[config.mk]
export PLATFORM = sky130hd
export DESIGN_NAME = fp_addsub_seq
export DESIGN_NICKNAME = d
export VERILOG_FILES = /design/src/rtl/fpadd_pkg.sv /design/src/rtl/fpadd_unpack.sv /design/src/rtl/fpadd_align.sv /design/src/rtl/fpadd_round.sv /design/src/rtl/fp_addsub_seq.sv
export SDC_FILE = /design/constraint.sdc
export NUM_CORES = 1
export LEC_CHECK = 0
export ABC_AREA = 0
export BUFFER_PORTS_ARGS = -buffer_cell sky130_fd_sc_hd__buf_2
export CORE_MARGIN = 2
export CORE_UTILIZATION = 45
export DETAILED_ROUTE_END_ITERATION = 10
export PLACE_DENSITY_LB_ADDON = 0.15
export SLEW_MARGIN = 10
export SYNTH_ARGS = -nofsm -noshare
export SYNTH_HDL_FRONTEND = slang
export SYNTH_SLANG_ARGS = --single-unit
[constraint.sdc]
create_clock -name clk -period 11.8 [get_ports clk]
set_input_delay 1.18 -clock clk [delete_from_list [all_inputs] [get_ports clk]]
set_output_delay 1.18 -clock clk [all_outputs]
set_load 0.05 [all_outputs]
[src/rtl/fpadd_pkg.sv]
package fpadd_pkg;
  localparam int EW   = 8;
  localparam int FW   = 23;
  localparam int WW   = 1 + EW + FW;
  localparam int SW   = FW + 1;
  localparam int XW   = SW + 3;
  localparam int EMAX = (1 << EW) - 1;
  localparam logic [WW-1:0] QNAN = {1'b0, {EW{1'b1}}, 1'b1, {(FW-1){1'b0}}};

  typedef struct packed {
    logic          sgn;
    logic [EW-1:0] exp;
    logic [FW-1:0] frac;
    logic          zero;
    logic          inf;
    logic          nan;
  } fp_parts_t;

  typedef enum logic [2:0] {
    ST_IDLE, ST_CHECK, ST_ADD, ST_NORM, ST_ROUND, ST_DONE
  } fsm_t;
endpackage

[src/rtl/fpadd_unpack.sv]
module fpadd_unpack
  import fpadd_pkg::*;
(
  input  logic [WW-1:0] word_i,
  output fp_parts_t     parts_o
);
  always_comb begin
    parts_o.sgn  = word_i[WW-1];
    parts_o.exp  = word_i[WW-2:FW];
    parts_o.frac = word_i[FW-1:0];
    parts_o.zero = (word_i[WW-2:FW] == '0);
    parts_o.inf  = (word_i[WW-2:FW] == EW'(EMAX)) && (word_i[FW-1:0] == '0);
    parts_o.nan  = (word_i[WW-2:FW] == EW'(EMAX)) && (word_i[FW-1:0] != '0);
  end
endmodule

[src/rtl/fpadd_align.sv]
module fpadd_align
  import fpadd_pkg::*;
(
  input  logic [SW-1:0] sig_i,
  input  logic [EW-1:0] shift_i,
  output logic [XW-1:0] sig_o
);
  logic [XW-1:0] wide;
  logic [XW-1:0] mask;
  logic [XW-1:0] moved;
  logic          lost;

  always_comb begin
    wide  = {sig_i, 3'b000};
    mask  = (XW'(1) << shift_i) - XW'(1);
    moved = wide >> shift_i;
    lost  = |(wide & mask);
    if (shift_i >= EW'(XW)) begin
      sig_o = {{(XW-1){1'b0}}, 1'b1};
    end else begin
      sig_o = {moved[XW-1:1], moved[0] | lost};
    end
  end
endmodule

[src/rtl/fpadd_round.sv]
module fpadd_round
  import fpadd_pkg::*;
(
  input  logic          sgn_i,
  input  logic [EW+1:0] exp_i,
  input  logic [XW-1:0] sig_i,
  output logic [WW-1:0] word_o
);
  logic          bump;
  logic [SW:0]   mant;
  logic [EW+1:0] exp_f;
  logic [FW-1:0] frac_f;

  always_comb begin
    bump   = sig_i[2] & (sig_i[1] | sig_i[0] | sig_i[3]);
    mant   = {1'b0, sig_i[XW-1:3]} + (SW+1)'(bump);
    exp_f  = exp_i + (EW+2)'(mant[SW]);
    frac_f = mant[SW] ? mant[FW:1] : mant[FW-1:0];
    if (exp_f >= (EW+2)'(EMAX)) begin
      word_o = {sgn_i, {EW{1'b1}}, {FW{1'b0}}};
    end else begin
      word_o = {sgn_i, exp_f[EW-1:0], frac_f};
    end
  end
endmodule

[src/rtl/fp_addsub_seq.sv]
module fp_addsub_seq
  import fpadd_pkg::*;
(
  input  logic          clk,
  input  logic          rst_n,
  input  logic          start_i,
  input  logic          sub_i,
  input  logic [31:0]   a_i,
  input  logic [31:0]   b_i,
  output logic          done_o,
  output logic [31:0]   result_o
);
  logic rst_meta_q, rst_sync_n;

  always_ff @(posedge clk or negedge rst_n) begin
    if (!rst_n) begin
      rst_meta_q <= 1'b0;
      rst_sync_n <= 1'b0;
    end else begin
      rst_meta_q <= 1'b1;
      rst_sync_n <= rst_meta_q;
    end
  end

  fsm_t          state_q, state_d;
  logic [WW-1:0] a_q, a_d, b_q, b_d, res_q, res_d;
  logic          sgn_q, sgn_d, esub_q, esub_d;
  logic [EW+1:0] exp_q, exp_d;
  logic [XW-1:0] big_q, big_d, small_q, small_d;
  logic [XW:0]   sig_q, sig_d;

  fp_parts_t pa, pb, pbig, psml;
  logic          a_wins;
  logic [EW-1:0] gap;
  logic [XW-1:0] small_al;
  logic [XW:0]   sum;
  logic [WW-1:0] rnd_word;

  fpadd_unpack u_unpack_a (.word_i(a_q), .parts_o(pa));
  fpadd_unpack u_unpack_b (.word_i(b_q), .parts_o(pb));

  always_comb begin
    a_wins = (a_q[WW-2:0] >= b_q[WW-2:0]);
    pbig   = a_wins ? pa : pb;
    psml   = a_wins ? pb : pa;
    gap    = pbig.exp - psml.exp;
    sum    = esub_q ? ({1'b0, big_q} - {1'b0, small_q})
                    : ({1'b0, big_q} + {1'b0, small_q});
  end

  fpadd_align u_align (
    .sig_i  ({1'b1, psml.frac}),
    .shift_i(gap),
    .sig_o  (small_al)
  );

  fpadd_round u_round (
    .sgn_i (sgn_q),
    .exp_i (exp_q),
    .sig_i (sig_q[XW-1:0]),
    .word_o(rnd_word)
  );

  always_comb begin
    state_d = state_q;
    a_d     = a_q;
    b_d     = b_q;
    res_d   = res_q;
    sgn_d   = sgn_q;
    esub_d  = esub_q;
    exp_d   = exp_q;
    big_d   = big_q;
    small_d = small_q;
    sig_d   = sig_q;
    unique case (state_q)
      ST_IDLE: begin
        if (start_i) begin
          a_d     = a_i;
          b_d     = {b_i[WW-1] ^ sub_i, b_i[WW-2:0]};
          state_d = ST_CHECK;
        end
      end
      ST_CHECK: begin
        state_d = ST_DONE;
        if (pa.nan || pb.nan) begin
          res_d = QNAN;
        end else if (pa.inf && pb.inf) begin
          res_d = (pa.sgn != pb.sgn) ? QNAN : a_q;
        end else if (pa.inf) begin
          res_d = a_q;
        end else if (pb.inf) begin
          res_d = b_q;
        end else if (pa.zero && pb.zero) begin
          res_d = {pa.sgn & pb.sgn, {(WW-1){1'b0}}};
        end else if (pa.zero) begin
          res_d = b_q;
        end else if (pb.zero) begin
          res_d = a_q;
        end else begin
          big_d   = {1'b1, pbig.frac, 3'b000};
          small_d = small_al;
          sgn_d   = pbig.sgn;
          exp_d   = {2'b00, pbig.exp};
          esub_d  = pa.sgn ^ pb.sgn;
          state_d = ST_ADD;
        end
      end
      ST_ADD: begin
        if (sum == '0) begin
          res_d   = '0;
          state_d = ST_DONE;
        end else begin
          sig_d   = sum;
          state_d = ST_NORM;
        end
      end
      ST_NORM: begin
        if (sig_q[XW]) begin
          sig_d   = {1'b0, sig_q[XW:2], sig_q[1] | sig_q[0]};
          exp_d   = exp_q + (EW+2)'(1);
          state_d = ST_ROUND;
        end else if (sig_q[XW-1]) begin
          state_d = ST_ROUND;
        end else if (exp_q <= (EW+2)'(1)) begin
          res_d   = {sgn_q, {(WW-1){1'b0}}};
          state_d = ST_DONE;
        end else begin
          sig_d   = {sig_q[XW-1:0], 1'b0};
          exp_d   = exp_q - (EW+2)'(1);
        end
      end
      ST_ROUND: begin
        res_d   = rnd_word;
        state_d = ST_DONE;
      end
      ST_DONE: state_d = ST_IDLE;
      default: state_d = ST_IDLE;
    endcase
  end

  always_ff @(posedge clk or negedge rst_sync_n) begin
    if (!rst_sync_n) begin
      state_q <= ST_IDLE;
      a_q     <= '0;
      b_q     <= '0;
      res_q   <= '0;
      sgn_q   <= 1'b0;
      esub_q  <= 1'b0;
      exp_q   <= '0;
      big_q   <= '0;
      small_q <= '0;
      sig_q   <= '0;
    end else begin
      state_q <= state_d;
      a_q     <= a_d;
      b_q     <= b_d;
      res_q   <= res_d;
      sgn_q   <= sgn_d;
      esub_q  <= esub_d;
      exp_q   <= exp_d;
      big_q   <= big_d;
      small_q <= small_d;
      sig_q   <= sig_d;
    end
  end

  assign done_o   = (state_q == ST_DONE);
  assign result_o = res_q;


  done_pulse_chk: assert property (@(posedge clk) disable iff (!rst_sync_n)
    done_o |=> !done_o);


  idle_hold_chk: assert property (@(posedge clk) disable iff (!rst_sync_n)
    (state_q == ST_IDLE) |=> $stable(result_o));


  larger_first_chk: assert property (@(posedge clk) disable iff (!rst_sync_n)
    (state_q == ST_ADD && esub_q) |-> (big_q >= small_q));


  normalized_chk: assert property (@(posedge clk) disable iff (!rst_sync_n)
    (state_q == ST_ROUND) |-> (sig_q[XW-1] && !sig_q[XW]));


  no_made_nan_chk: assert property (@(posedge clk) disable iff (!rst_sync_n)
    (state_q == ST_ROUND) |-> (rnd_word[WW-2:FW] != EW'(EMAX) || rnd_word[FW-1:0] == '0));
endmodule

# Yosys cells after proc, flatten, opt, wreduce, memory -nomap -nowiden
# Cells that the tools add are included.
dict set report word_totals {
  register_bits 192
  in_bits 68
  out_inout_bits 33
  elab_cells 141
}
dict set report classes {
  addsub 8
  magnitude_cmp 4
  eq_ne 25
  shift 2
  muxes 48
  bitwise_logic 15
  reduce_logical 26
}
# operator n
set op_table {}
lappend op_table {{$mux 32} 12}
lappend op_table {{$pmux 32 s4} 1}
lappend op_table {{$mux 27} 4}
lappend op_table {{$mux 10} 10}
lappend op_table {{$mux 28} 2}
lappend op_table {{$pmux 28 s2} 1}
lappend op_table {{$logic_not 23->1} 2}
lappend op_table {{$reduce_bool 23->1} 2}
lappend op_table {{$mux 3} 12}
lappend op_table {{$mux 35} 1}
lappend op_table {{$mux 34} 1}
lappend op_table {{$ge 31x31->1} 1}
lappend op_table {{$mux 31} 1}
lappend op_table {{$add 27x27->28} 1}
lappend op_table {{$logic_not 28->1} 1}
lappend op_table {{$sub 27x27->28} 1}
lappend op_table {{$and 27x27->27} 1}
lappend op_table {{$reduce_or 27->1} 1}
lappend op_table {{$shl 1x8->27 const A} 1}
lappend op_table {{$shr 27x8->27} 1}
lappend op_table {{$sub 27x2->27 const B} 1}
lappend op_table {{$ne 2x2->1 const B} 13}
lappend op_table {{$add 24x1->25} 1}
lappend op_table {{$mux 23} 1}
lappend op_table {{other kinds (32)} 55}

# Depth between registers and ports, before layout
dict set report depth {
  ltp_word 11
  mapped_depth 23
  ltp_nobuf 21
}

# By module
# From an unflattened synthesis, not the netlist that was laid out.
dict set report unflattened {
  hier_cells 2040
  area_unflattened_um2 17159.0
}
# module n_inst cells_each area_each_um2 seq_area_each_um2
set modules_own_cells {}
lappend modules_own_cells {fp_addsub_seq 1 1530 13530.5 4804.6}
lappend modules_own_cells {fpadd_align 1 269 1993.2 0.0}
lappend modules_own_cells {fpadd_round 1 145 957.2 0.0}
lappend modules_own_cells {fpadd_unpack 2 48 339.1 0.0}

# Worst setup path after synthesis
# Ideal clock, no wire load.
dict set report synth_timing {
  path_kind {flip-flop to flip-flop}
  start {register b_q[23]}
  end {register small_q[24]}
  setup_time_ns 0.122
  arrival_time_ns 4.570
  required_time_ns 11.678
  setup_slack_ns 7.108
  path_stages_with_launch 22
  path_buffers 4
  period_less_slack_ns 4.692
  path_cell_list {dfrtp_1 > inv_1 > ha_1 > clkbuf_1 > nand2_1 > nor4_1 > nand2_1 > a21o_1 > nand2_1 > clkbuf_1 > buf_1 > mux2i_1 > ha_1 > a221oi_2 > o211ai_1 > mux2_2 > a211o_1 > and3_1 > buf_2 > nand3_1 > nor2_1 > a32o_1}
}
dict set report synth_via {
  elab_chain_cells 5
  word_cells_on_any_way 20
  cone_classes {add/sub (1); order compare (2); eq/ne (1); shift (1); mux (3); bitwise (5); reduce/logical (7)}
}
# item line
set synth_rtl {}
lappend synth_rtl {{start, declared} fp_addsub_seq.sv:26} ;# logic [WW-1:0] a_q, a_d, b_q, b_d, res_q, res_d;
lappend synth_rtl {{start signal, assigned} fp_addsub_seq.sv:145} ;# b_q <= '0;
lappend synth_rtl {{start signal, assigned} fp_addsub_seq.sv:156} ;# b_q <= b_d;
lappend synth_rtl {{$ge 31x31->1 or $eq 8x8->1 (tied branches)} {fp_addsub_seq.sv:43, fpadd_unpack.sv:12, fpadd_unpack.sv:13}}
lappend synth_rtl {{$mux 35, or another cell as far along} fp_addsub_seq.sv:44} ;# pbig = a_wins ? pa : pb;
lappend synth_rtl {{$sub 8x8->8, or another cell as far along} fp_addsub_seq.sv:46} ;# gap = pbig.exp - psml.exp;
lappend synth_rtl {{$shr 27x8->27, or another cell as far along} fpadd_align.sv:16} ;# moved = wide >> shift_i;
lappend synth_rtl {{$mux 27 or $reduce_and 8->1 (tied branches)} --}
lappend synth_rtl {{end signal, assigned} fp_addsub_seq.sv:162} ;# small_q <= small_d;
lappend synth_rtl {{end, declared} fp_addsub_seq.sv:29} ;# logic [XW-1:0] big_q, big_d, small_q, small_d;
# Several ways; a longest one is shown, not always the timed one.
# A chain may end at the register's enable or synchronous reset.

# Worst setup path after layout
dict set report layout_timing {
  start {register b_q[8]}
  end {register small_q[24]}
}
dict set report layout_via {
  elab_chain_cells 5
  word_cells_on_any_way 17
  cone_classes {add/sub (1); order compare (2); shift (1); mux (3); bitwise (3); reduce/logical (7)}
}
# item line
set layout_rtl {}
lappend layout_rtl {{$ge 31x31->1, or another cell as far along} fp_addsub_seq.sv:43} ;# a_wins = (a_q[WW-2:0] >= b_q[WW-2:0]);
lappend layout_rtl {{$mux 35, or another cell as far along} fp_addsub_seq.sv:44}
lappend layout_rtl {{$sub 8x8->8, or another cell as far along} fp_addsub_seq.sv:46}
lappend layout_rtl {{$shr 27x8->27, or another cell as far along} fpadd_align.sv:16}
lappend layout_rtl {{$mux 27 or $reduce_and 8->1 (tied branches)} --}
# Several ways; a longest one is shown, not always the timed one.

==> summary.md <==
| Metric | Value |
|---|---|
| Die area | `around 0.037 mm2` |
| WP data required | `about 12000 ps` |
| Synth Area in Compound Gates | `25.7%` |
| CTS tree | `done` |
| Commonest non-fill, non-tap cell in the layout | `nand2_1` |
| Final hold violations | `0` |
| Gr usage total | `between 30% and 40%` |
| CTS root buf | `clkbuf_16` |
| CTS Hold Buffers Added | `0` |
| Synthesized cell area | `between 0.015 and 0.02 mm2` |
| Layout Cells excl Fill | `2558` |
| Core footprint | `0.0354 mm2` |
| Initial antenna violation count | `1` |
| Vias | `roughly 16k` |
| Clock-pin slew on the worst setup and hold paths | `80 ps` |
| Die Wd | `193 um` |
| Main combinational cell family by area after synthesis | `compound AO/OA/AOI/OAI gates` |
| Clk buf depth | `2` |
| Max Freq | `169 MHz` |
| Unrepaired setup endpoints after global routing | `no` |
| CTS Sinks | `192` |
| Multi-input logic area | `between 0.01 and 0.015 mm2` |
| Via density | `6.37` |
| Post-CTS resize count | `0` |
| Fillers | `3567` |
| Ys async rst share | `100%` |
| Die height | `between 150 and 200 um` |
| Initial Util | `45.5%` |
| Cells after Synth | `2088` |
| Storage element area | `0.00481 mm2` |
| Setup TNS | `0 ps` |
| R2r setup slk | `about 5900 ps` |
| Gr ovfl total | `0` |
| Syn Nets | `2245` |
| Post-synthesis adder-cell area fraction | `under 10%` |
| Post-CTS Setup Bufs | `0` |
| Yosys synthesis warning count | `0` |
| Post-route ant nets | `0` |
| Startpoint class of the critical path | `flip-flop` |
| Final min period | `between 5000 and 6000 ps` |
| Detailed Route WL | `roughly 60000 um` |
| Commonest non-fill, non-tap cells in the layout | `nand2_1 (222), a21oi_1 (220), nor2_1 (196), dfrtp_1 (191), o21ai_0 (175)` |
| Main synth FF type | `dfrtp_1` |
| Crit path kind | `flip-flop to flip-flop` |
| H-tree level count | `4` |
| Max cap viols | `0` |
| Layout cells sized above 1 | `11.6%` |
| Placed insts | `2525` |
| Number of synthesized register bits | `192` |
| Avg Synthesized Cell Area | `7.72 um2` |
| CTS buffer count | `17` |
| Vias in the first global route | `14.9k` |
| Pre-antenna DRT Iters | `8` |
| Sequential element share of the synthesized area | `29.8%` |
| Crit path arrival time | `6300 ps` |
| Worst setup margin | `about 6000 ps` |
| Layout area overhead | `8.25%` |
| GP Congestion | `about 1.0` |
| Status | `complete, no violations` |
| Period utilization | `between 50% and 60%` |
| # port buffers | `100` |
| Mux contribution to synthesized area | `5.88%` |
| Later-pin clock latency in the skew report | `between 400 and 500 ps` |
| Mean routed wirelength per cell | `22.8 um` |
| Number of DRC markers in iteration 0 | `2113` |
| DP HPWL | `43600 um` |
| CP endpoint kind | `flip-flop` |
| Worst Tran Pin Value | `1220 ps` |
| Worst setup slack after placement | `6040 ps` |
| Final setup vio count | `0` |
| Layout Nets | `2240` |
| Clock skew | `25.3 ps` |
| I/O Pins | `101` |
| Post-Synth Simple-Gate Area | `22.2%` |
| Hold WS | `307 ps` |
| Synth cell types | `79` |
| Largest net degree at the start of global routing | `between 150 and 200` |
| # DRC | `0` |
| Post-synth EDFFs | `0` |
| Headroom to the max-slew limit | `18.5%` |
| Worst min path class | `flip-flop to async pin` |
| Post-Synth XOR/XNOR Area | `roughly 3.2%` |
| Max Transition Viols Final | `0` |
| First-pass GRT wire length | `90100 um` |
| Num rows | `69` |
| Critical path peak fanout | `60` |
[synth_stat cells, drive strengths merged, types with 10 or more instances]
master,n,area [um2]
nand4,27,169
inv,100,375
a22oi,27,203
o21ai,178,891
a21o,11,82.6
dfrtp,192,4800
a21oi,220,1100
xor2,17,149
nand3,63,315
o31ai,26,195
a211oi,18,140
a221oi,13,120
mux2,37,417
nor3,90,495
a311o,11,110
mux2i,35,350
buf,25,151
xnor2,41,359
nor3b,18,135
o22ai,19,119
and2,10,62.6
nand2,224,841
a22o,11,96.3
nor2b,14,87.6
and3,22,138
nand2b,13,81.3
a31oi,25,156
o211ai,20,155
nor2,198,743
or3,27,169
ha,88,1100
clkbuf,124,465
nor4,22,153
o21a,10,75.1
[sequential cells by signal, summed over array words and instances (netlist names)]
name,flops
a_q,32
b_q,32
big_q,24
esub_q,1
exp_q,10
result_o,32
rst_meta_q,1
rst_sync_n,1
sgn_q,1
sig_q,28
small_q,27
state_q,3
[layout make-up]
class	count	share of cell area [%]
Antenna cell	1	0.0143
Clock buffer	18	2.46
Clock inverter	14	0.961
Inverter	101	2.17
Multi-Input combinational cell	1646	59.5
Sequential cell	192	27.6
Tap cell	461	3.31
Timing Repair Buffer	125	4.02
[per-layer routing]
metal  global-route usage [%]  vias to the layer above  wire (um)  part of all wire (%)
met4                     9.78                        0       1860                   3.2
met3                     6.28                      106       4920                   8.4
met1                     44.2                     7840      26300                    45
li1                         -                     7576          -                     -
met5                        0                        -          0                     0
met2                     46.2                      780      25300                    43
[through the flow]
stage	instance area (um2)	util, %
after floorplan	16100	-
after global placement	16800	47.6
after detailed placement	16800	47.6
after CTS	17400	49.3
after global routing	17400	49.3
final	17400	49.3
[path summary, 6_finish.rpt]
kind,from,end,depth (start not counted)
worst min-delay path,rst_sync_n,b_q[28],0
max in group asynchronous,rst_sync_n,sig_q[10],1
min in group clk,rst_meta_q,rst_sync_n,0
worst min register to register,rst_sync_n,b_q[28],0
worst max-delay path,b_q[8],small_q[24],17
worst max register to register,b_q[8],small_q[24],17
[kinds of logic (layout without fill, tap and decap cells)]
group | Yosys count | after routing
buf+inv | 250 | 258
mux | 80 | 80
flops | 192 | 192
compound gates | 665 | 665
fa+ha+maj | 90 | 90
xor+xnor | 58 | 58
other cells | 1 | 2
simple gates | 752 | 752
[critical path: stages (launching register included)]
cell       delay [ps]
dfrtp_1           380
inv_1             150
ha_1              280
a21oi_1           150
o21ai_0           120
a2111oi_0         720
a21o_1            730
nand2_2           120
buf_4             370
a221oi_2          580
o211ai_1          200
mux2_2            260
a211o_1           110
buf_4             290
and3_1            440
nand3_1           320
nor2_1            340
a32o_1            210
Power is not shown: default switching activity piles up to over one toggle a cycle in this logic, so the estimate is an artifact.
